**config.mk**
```make
export PLATFORM = sky130hd
export DESIGN_NAME = dma_stat_mon
export DESIGN_NICKNAME = d
export VERILOG_FILES = /design/src/rtl/dsm_pkg.sv /design/src/rtl/dsm_addr_chk.sv /design/src/rtl/dsm_progress.sv /design/src/rtl/dsm_flags.sv /design/src/rtl/dsm_fault_reg.sv /design/src/rtl/dma_stat_mon.sv
export SDC_FILE = /design/constraint.sdc
export NUM_CORES = 1
export LEC_CHECK = 0
export ABC_AREA = 1
export CORE_AREA = 2 2 66 84
export DETAILED_ROUTE_END_ITERATION = 7
export DIE_AREA = 0 0 68 86
export MAX_ROUTING_LAYER = met4
export PLACE_DENSITY = 0.89
export SLEW_MARGIN = 5
export SYNTH_ARGS = -nofsm -noshare
export SYNTH_HDL_FRONTEND = slang
export SYNTH_SLANG_ARGS = --single-unit
```
**constraint.sdc**
```tcl
create_clock -name clk -period 5.8 [get_ports clk]
set_input_delay 1.16 -clock clk [delete_from_list [all_inputs] [get_ports clk]]
set_output_delay 1.16 -clock clk [all_outputs]
set_load 0.02 [all_outputs]
```
**src/rtl/dsm_pkg.sv**
```systemverilog
package dsm_pkg;

  typedef enum logic [1:0] {
    SZ_BYTE = 2'd0,
    SZ_HALF = 2'd1,
    SZ_WORD = 2'd2,
    SZ_RSVD = 2'd3
  } xfer_size_e;

  localparam int unsigned ST_W = 16;

  // status bit positions
  localparam int unsigned B_BUF   = 0;
  localparam int unsigned B_MATCH = 1;
  localparam int unsigned B_OVR   = 3;
  localparam int unsigned B_HALF  = 4;
  localparam int unsigned B_DONE  = 5;
  localparam int unsigned B_FLT_L = 6;
  localparam int unsigned B_FLT_H = 7;
  localparam int unsigned B_BRERR = 8;
  localparam int unsigned B_BWERR = 9;

  // sticky single-bit flags, index into a vector
  localparam int unsigned F_MATCH = 0;
  localparam int unsigned F_OVR   = 1;
  localparam int unsigned F_HALF  = 2;
  localparam int unsigned F_DONE  = 3;
  localparam int unsigned F_BRERR = 4;
  localparam int unsigned F_BWERR = 5;
  localparam int unsigned NFLAG   = 6;

  localparam logic [1:0] FC_NONE  = 2'b00;
  localparam logic [1:0] FC_LOW   = 2'b01;
  localparam logic [1:0] FC_HIGH  = 2'b10;
  localparam logic [1:0] FC_ALIGN = 2'b11;

  // low address bits that must be zero for a given size
  function automatic logic [1:0] align_mask(xfer_size_e sz);
    case (sz)
      SZ_BYTE: align_mask = 2'b00;
      SZ_HALF: align_mask = 2'b01;
      default: align_mask = 2'b11;
    endcase
  endfunction

  function automatic logic is_misaligned(logic [1:0] lsb, xfer_size_e sz);
    is_misaligned = |(lsb & align_mask(sz));
  endfunction

  // map a flag index to its status bit position
  function automatic int unsigned flag_pos(int unsigned idx);
    case (idx)
      F_MATCH: flag_pos = B_MATCH;
      F_OVR:   flag_pos = B_OVR;
      F_HALF:  flag_pos = B_HALF;
      F_DONE:  flag_pos = B_DONE;
      F_BRERR: flag_pos = B_BRERR;
      default: flag_pos = B_BWERR;
    endcase
  endfunction

endpackage

```
**src/rtl/dsm_addr_chk.sv**
```systemverilog
module dsm_addr_chk
  import dsm_pkg::*;
#(
  parameter int unsigned AW      = 16,
  parameter logic [AW-1:0] SFR_TOP = '0
) (
  input  logic          chk_valid,
  input  logic [AW-1:0] addr,
  input  xfer_size_e    size,
  input  logic [AW-1:0] lo,
  input  logic [AW-1:0] hi,
  output logic [1:0]    code
);

  logic mis, above, below;

  always_comb begin
    mis   = is_misaligned(addr[1:0], size);
    above = addr > hi;
    below = (addr < lo) && (addr > SFR_TOP);
    code  = FC_NONE;
    if (chk_valid) begin
      if (mis)        code = FC_ALIGN;
      else if (above) code = FC_HIGH;
      else if (below) code = FC_LOW;
    end
  end

endmodule

```
**src/rtl/dsm_progress.sv**
```systemverilog
module dsm_progress #(
  parameter int unsigned CW = 8
) (
  input  logic          clk,
  input  logic          rst_n,
  input  logic          ch_start,
  input  logic [CW-1:0] start_cnt,
  input  logic          trig,
  input  logic          ack,
  output logic          done_evt,
  output logic          half_evt,
  output logic          ovr_evt,
  output logic          busy
);

  logic [CW-1:0] rem_q, half_q, rem_nx;
  logic          armed_q, dec;

  assign dec      = ack && (rem_q != '0);
  assign rem_nx   = rem_q - 1'b1;
  assign done_evt = dec && (rem_q == {{(CW-1){1'b0}}, 1'b1});
  assign half_evt = dec && armed_q && (rem_nx <= half_q);
  assign ovr_evt  = trig && busy && !ack;

  always_ff @(posedge clk or negedge rst_n) begin
    if (!rst_n) begin
      rem_q   <= '0;
      half_q  <= '0;
      armed_q <= 1'b0;
    end else if (ch_start) begin
      rem_q   <= start_cnt;
      half_q  <= start_cnt >> 1;
      armed_q <= start_cnt != '0;
    end else if (dec) begin
      rem_q <= rem_nx;
      if (half_evt) armed_q <= 1'b0;
    end
  end

  always_ff @(posedge clk or negedge rst_n) begin
    if (!rst_n)    busy <= 1'b0;
    else if (trig) busy <= 1'b1;
    else if (ack)  busy <= 1'b0;
  end

endmodule

```
**src/rtl/dsm_flags.sv**
```systemverilog
module dsm_flags #(
  parameter int unsigned N = 6
) (
  input  logic         clk,
  input  logic         rst_n,
  input  logic [N-1:0] set_vec,
  input  logic [N-1:0] clr_vec,
  output logic [N-1:0] q
);

  for (genvar i = 0; i < N; i++) begin : g_bit
    always_ff @(posedge clk or negedge rst_n) begin
      if (!rst_n)          q[i] <= 1'b0;
      else if (set_vec[i]) q[i] <= 1'b1;
      else if (clr_vec[i]) q[i] <= 1'b0;
    end
  end

endmodule

```
**src/rtl/dsm_fault_reg.sv**
```systemverilog
module dsm_fault_reg (
  input  logic       clk,
  input  logic       rst_n,
  input  logic [1:0] new_code,
  input  logic       clr,
  output logic [1:0] code_q
);

  logic take;
  assign take = (new_code != 2'b00) && ((code_q == 2'b00) || clr);

  always_ff @(posedge clk or negedge rst_n) begin
    if (!rst_n)    code_q <= 2'b00;
    else if (take) code_q <= new_code;
    else if (clr)  code_q <= 2'b00;
  end

endmodule

```
**src/rtl/dma_stat_mon.sv**
```systemverilog
module dma_stat_mon
  import dsm_pkg::*;
#(
  parameter int unsigned   AW      = 16,
  parameter int unsigned   CW      = 8,
  parameter logic [AW-1:0] SFR_TOP = 16'h0FFF
) (
  input  logic          clk,
  input  logic          rst_n,
  input  logic          acc_valid,
  input  logic [AW-1:0] acc_addr,
  input  logic [1:0]    acc_size,
  input  logic [AW-1:0] lim_lo,
  input  logic [AW-1:0] lim_hi,
  input  logic          bus_rd_err,
  input  logic          bus_wr_err,
  input  logic          ch_start,
  input  logic [CW-1:0] start_cnt,
  input  logic          trig,
  input  logic          ack,
  input  logic          match_evt,
  input  logic          buf_pend,
  input  logic          wr_en,
  input  logic [15:0]   wr_data,
  output logic [15:0]   rd_data
);

  logic [1:0]       new_code, fault_q;
  logic             done_evt, half_evt, ovr_evt, busy, fault_clr;
  logic [NFLAG-1:0] set_vec, clr_vec, flag_q;
  logic             unused_wr_bits;

  dsm_addr_chk #(.AW(AW), .SFR_TOP(SFR_TOP)) u_chk (
    .chk_valid (acc_valid),
    .addr      (acc_addr),
    .size      (xfer_size_e'(acc_size)),
    .lo        (lim_lo),
    .hi        (lim_hi),
    .code      (new_code)
  );

  dsm_progress #(.CW(CW)) u_prog (
    .clk       (clk),
    .rst_n     (rst_n),
    .ch_start  (ch_start),
    .start_cnt (start_cnt),
    .trig      (trig),
    .ack       (ack),
    .done_evt  (done_evt),
    .half_evt  (half_evt),
    .ovr_evt   (ovr_evt),
    .busy      (busy)
  );

  always_comb begin
    set_vec          = '0;
    set_vec[F_MATCH] = match_evt;
    set_vec[F_OVR]   = ovr_evt;
    set_vec[F_HALF]  = half_evt;
    set_vec[F_DONE]  = done_evt;
    set_vec[F_BRERR] = bus_rd_err;
    set_vec[F_BWERR] = bus_wr_err;
  end

  for (genvar i = 0; i < NFLAG; i++) begin : g_clr
    assign clr_vec[i] = wr_en && wr_data[flag_pos(i)];
  end

  assign fault_clr = wr_en && (wr_data[B_FLT_H] || wr_data[B_FLT_L]);
  assign unused_wr_bits = ^{wr_data[15:10], wr_data[2], wr_data[0]};

  dsm_flags #(.N(NFLAG)) u_flags (
    .clk     (clk),
    .rst_n   (rst_n),
    .set_vec (set_vec),
    .clr_vec (clr_vec),
    .q       (flag_q)
  );

  dsm_fault_reg u_fault (
    .clk      (clk),
    .rst_n    (rst_n),
    .new_code (new_code),
    .clr      (fault_clr),
    .code_q   (fault_q)
  );

  always_comb begin
    rd_data                  = '0;
    rd_data[B_BUF]           = buf_pend;
    rd_data[B_FLT_H:B_FLT_L] = fault_q;
    for (int i = 0; i < NFLAG; i++) rd_data[flag_pos(i)] = flag_q[i];
  end

endmodule

```
==> impl_metrics.env <==
export IMPL_reg2regPathDepth=16
export IMPL_synth_cells=310
export IMPL_wire_per_inst_um=11.92
export IMPL_initial_utilization_pct=45.33
export IMPL_avgSynthCellArea_um2=7.322
export IMPL_core_um2=5007
export IMPL_area_delta_synth_final_pct=40.08
export IMPL_detail_route_antenna_nets=0
export IMPL_path_cells="clkdlybuf4s50_1 > ha_1 > a21oi_1 > nand2_1 > a31oi_1 > nand2_1 > a21oi_1 > nand2_1 > nand2_1 > nand2_1 > nand2_1"
export IMPL_timing_rr_end="u_prog.armed_q"
export IMPL_crit_required_ns=6.00
export IMPL_ff2ff_setup_slack_ns=3.65
export IMPL_grt_max_degree=26
export IMPL_worstHoldStart="u_flags.q[2]"
export IMPL_first_iter_violations=49
export IMPL_ioPinCount=101
export IMPL_die_area_um2=5848
export IMPL_clockRootBuffer="clkbuf_8"
export IMPL_grt_pass1_wl_um=9032
export IMPL_placed_area_um2=3133
export IMPL_synth_area_um2=2270
export IMPL_synthDistinctLibCells=27
export IMPL_place_gp_congestion=0.8106
export IMPL_grt_pass1_vias=2192
export IMPL_hp_class="register to register"
export IMPL_p_sw_share_pct=34.33
export IMPL_ctsHtreeMaxLevel=1
export IMPL_tns_ns=0
export IMPL_fin_crit_sh_pct=44.70
export IMPL_end_kind="register"
export IMPL_hold_viol=0
export IMPL_power_frac_clock_pct=18.5
export IMPL_n_antenna_cell=0
export IMPL_outcome="completed"
export IMPL_cpMostUsedCell="nand2_1"
export IMPL_numCtsBuffers=3
export IMPL_p_seq_share_pct=37.6
export IMPL_p_leak_uw=0.001682
export IMPL_antenna_found_initial=0
export IMPL_crit_path_max_incr_delay_ns=0.47
export IMPL_design_area_um2=3179
export IMPL_critical_path_slowest_cell="clkdlybuf4s50_1"
export IMPL_stdcell_count=455
export IMPL_hold_depth=2
export IMPL_total_power_uw=547.0
export IMPL_slew_headroom_pct=28.23
export IMPL_setup_viol=0
export IMPL_vdd_drop_max_mv=0.1627
export IMPL_drc=0
export IMPL_fmax_mhz=385.7
export IMPL_crit_family="buffers and inverters"
export IMPL_cts_hold_buf=0
export IMPL_drt_total_wl_um=5423
export IMPL_period_needed_ns=2.593
export IMPL_grt_overflow_total=0
export IMPL_first_pass_iters=4
export IMPL_worstReg2RegStart="u_prog.rem_q[0]"
export IMPL_cts_setup_buffers=0
export IMPL_tightest_slew_ns=1.073
export IMPL_p_int_uw=359.2
export IMPL_combPwrFrac_pct=43.9
export IMPL_path_clk_slew_ns=0.09
export IMPL_critical_path_buf_inv_count=1
export IMPL_vias=2183
export IMPL_critPathKind="primary input to register"
export IMPL_crit_fanout=3
export IMPL_power_density_nw_per_um2=172.0
export IMPL_fp_dieW_um=68
export IMPL_maxSlewViolCount=0
export IMPL_clkSinkCount=25
export IMPL_die_height_um=86
export IMPL_arrival_ns=2.80
export IMPL_clock_latency_ns=0.27
export IMPL_whs_endpoint="u_flags.q[2]"
export IMPL_viasPerCell=4.798
export IMPL_nets=520
export IMPL_maxCapViolCount=0
export IMPL_track_usage_pct=20.19
export IMPL_ys_ff_latch=25
export IMPL_drive_above_1_share_pct=5.344
export IMPL_hpwl_um=4666
export IMPL_place_inst=451
export IMPL_cts_tree="built"
export IMPL_cts_buffer_depth=2
export IMPL_rows=29
export IMPL_post_cts_resized=0
export IMPL_p_switching_uw=187.8
export IMPL_io_buffer_count=83
export IMPL_start_kind="primary input"
export IMPL_yosysWarningCount=0
export IMPL_finClkSkew_ns=0.005754
export IMPL_rsz0062_at_grt="no"
export IMPL_ys_seq_area_share_pct=27.56
## cell usage after synthesis
master / number / share of area, %
a21boi_0: 1 / 0.33
a21o_1: 6 / 2.0
a21oi_1: 17 / 3.7
a31oi_1: 1 / 0.28
a32o_1: 2 / 0.88
buf_4: 8 / 2.6
clkbuf_1: 2 / 0.33
conb_1: 1 / 0.17
dfrtp_1: 25 / 28
ha_1: 41 / 23
inv_1: 54 / 8.9
inv_2: 9 / 1.5
nand2_1: 84 / 14
nand2_2: 4 / 1.1
nand3_1: 3 / 0.66
nand3_2: 2 / 0.88
nand4_1: 3 / 0.83
nor2_1: 16 / 2.6
nor2_2: 1 / 0.28
nor3_1: 3 / 0.66
nor3_2: 1 / 0.44
nor4_1: 2 / 0.55
o211ai_1: 6 / 2.0
o21ai_0: 4 / 0.88
o21ai_1: 7 / 1.5
o221ai_1: 2 / 0.77
xor2_1: 5 / 1.9
## flip-flops by register name, summed over array words and instances, names as in the netlist
| signal | cells |
|---|---|
| u_prog.half_q | 7 |
| u_flags.q | 6 |
| u_prog.armed_q | 1 |
| u_fault.code_q | 2 |
| u_prog.rem_q | 8 |
| u_prog.busy | 1 |
## kinds of logic after synthesis
group	Yosys count	share of synthesized area [%]
compound gates	46	12.40
xor+xnor	5	1.929
fa+ha+maj	41	22.60
buf+inv	73	13.40
flops	25	27.56
other cells	1	0.1652
simple gates	119	21.94
## layout make-up
class / instances / area (µm²)
tap: 62 / 77.57
clock inverter: 1 / 5.005
timing repair buffer: 83 / 830.8
multi-input combinational: 218 / 1363
clock buffer: 3 / 41.29
fill: 426 / 1828
inverter: 63 / 236.5
sequential: 25 / 625.6
## through the flow
step / worst slack [ns] / utilization, % / hold slack (ns)
after floorplan: 3.346 / - / 0.4483
after global placement: 3.004 / 62.57 / 0.4614
after detailed placement: 2.945 / 62.57 / 0.4646
after CTS: 3.215 / 63.49 / 0.4880
after global routing: 3.097 / 63.49 / 0.5037
final: 3.207 / 63.49 / 0.4818
## layout by cell type, fill, tap and decap left out, drive strengths merged, types with 2 or more instances in the layout
cell type | netlist | routed
a21o | 6 | 6
a21oi | 17 | 17
a32o | 2 | 2
clkbuf | 2 | 3
clkdlybuf4s50 | 0 | 83
conb | 1 | 7
dfrtp | 25 | 25
ha | 41 | 41
inv | 63 | 63
nand2 | 88 | 88
nand3 | 5 | 5
nand4 | 3 | 3
nor2 | 17 | 17
nor3 | 4 | 4
nor4 | 2 | 2
o211ai | 6 | 6
o21ai | 11 | 11
o221ai | 2 | 2
xor2 | 5 | 5
## worst max-delay path by stage
stage	startpoint	end	slack, ns	cells after the start
floorplan	buf_pend	rd_data[0]	3.35	1
global placement	lim_hi[11]	u_fault.code_q[0]	3.00	12
detailed placement	acc_addr[15]	u_fault.code_q[0]	2.94	11
CTS	acc_addr[15]	u_fault.code_q[0]	3.22	11
global route	acc_addr[15]	u_fault.code_q[0]	3.10	11
finish	acc_addr[15]	u_fault.code_q[0]	3.21	11
## worst min-delay path: cells and delay by family, from the launching register on
kind	cells	cell delay, ns
DFF	1	0.35
and+or+nand+nor	2	0.10
## routing by layer
| layer | global-route usage [%] | wire, µm | up-vias |
|---|---|---|---|
| met1 | 21.64 | 2102 | 980 |
| met2 | 39.10 | 2962 | 52 |
| li1 | - | - | 1146 |
| met4 | 2.727 | 29 | 0 |
| met3 | 2.362 | 329 | 5 |
| met5 | - | 0 | - |
## power by group through the flow
stage / Sequential (µW) / Combinational [µW] / Clock, µW
floorplan: 217 / 131 / 0
global placement: 208 / 230 / 0
detailed placement: 209 / 240 / 0
CTS: 206 / 242 / 104
global route: 208 / 275 / 109
finish: 205 / 240 / 101
No activity file was read; power rests on OpenSTA's default activity.
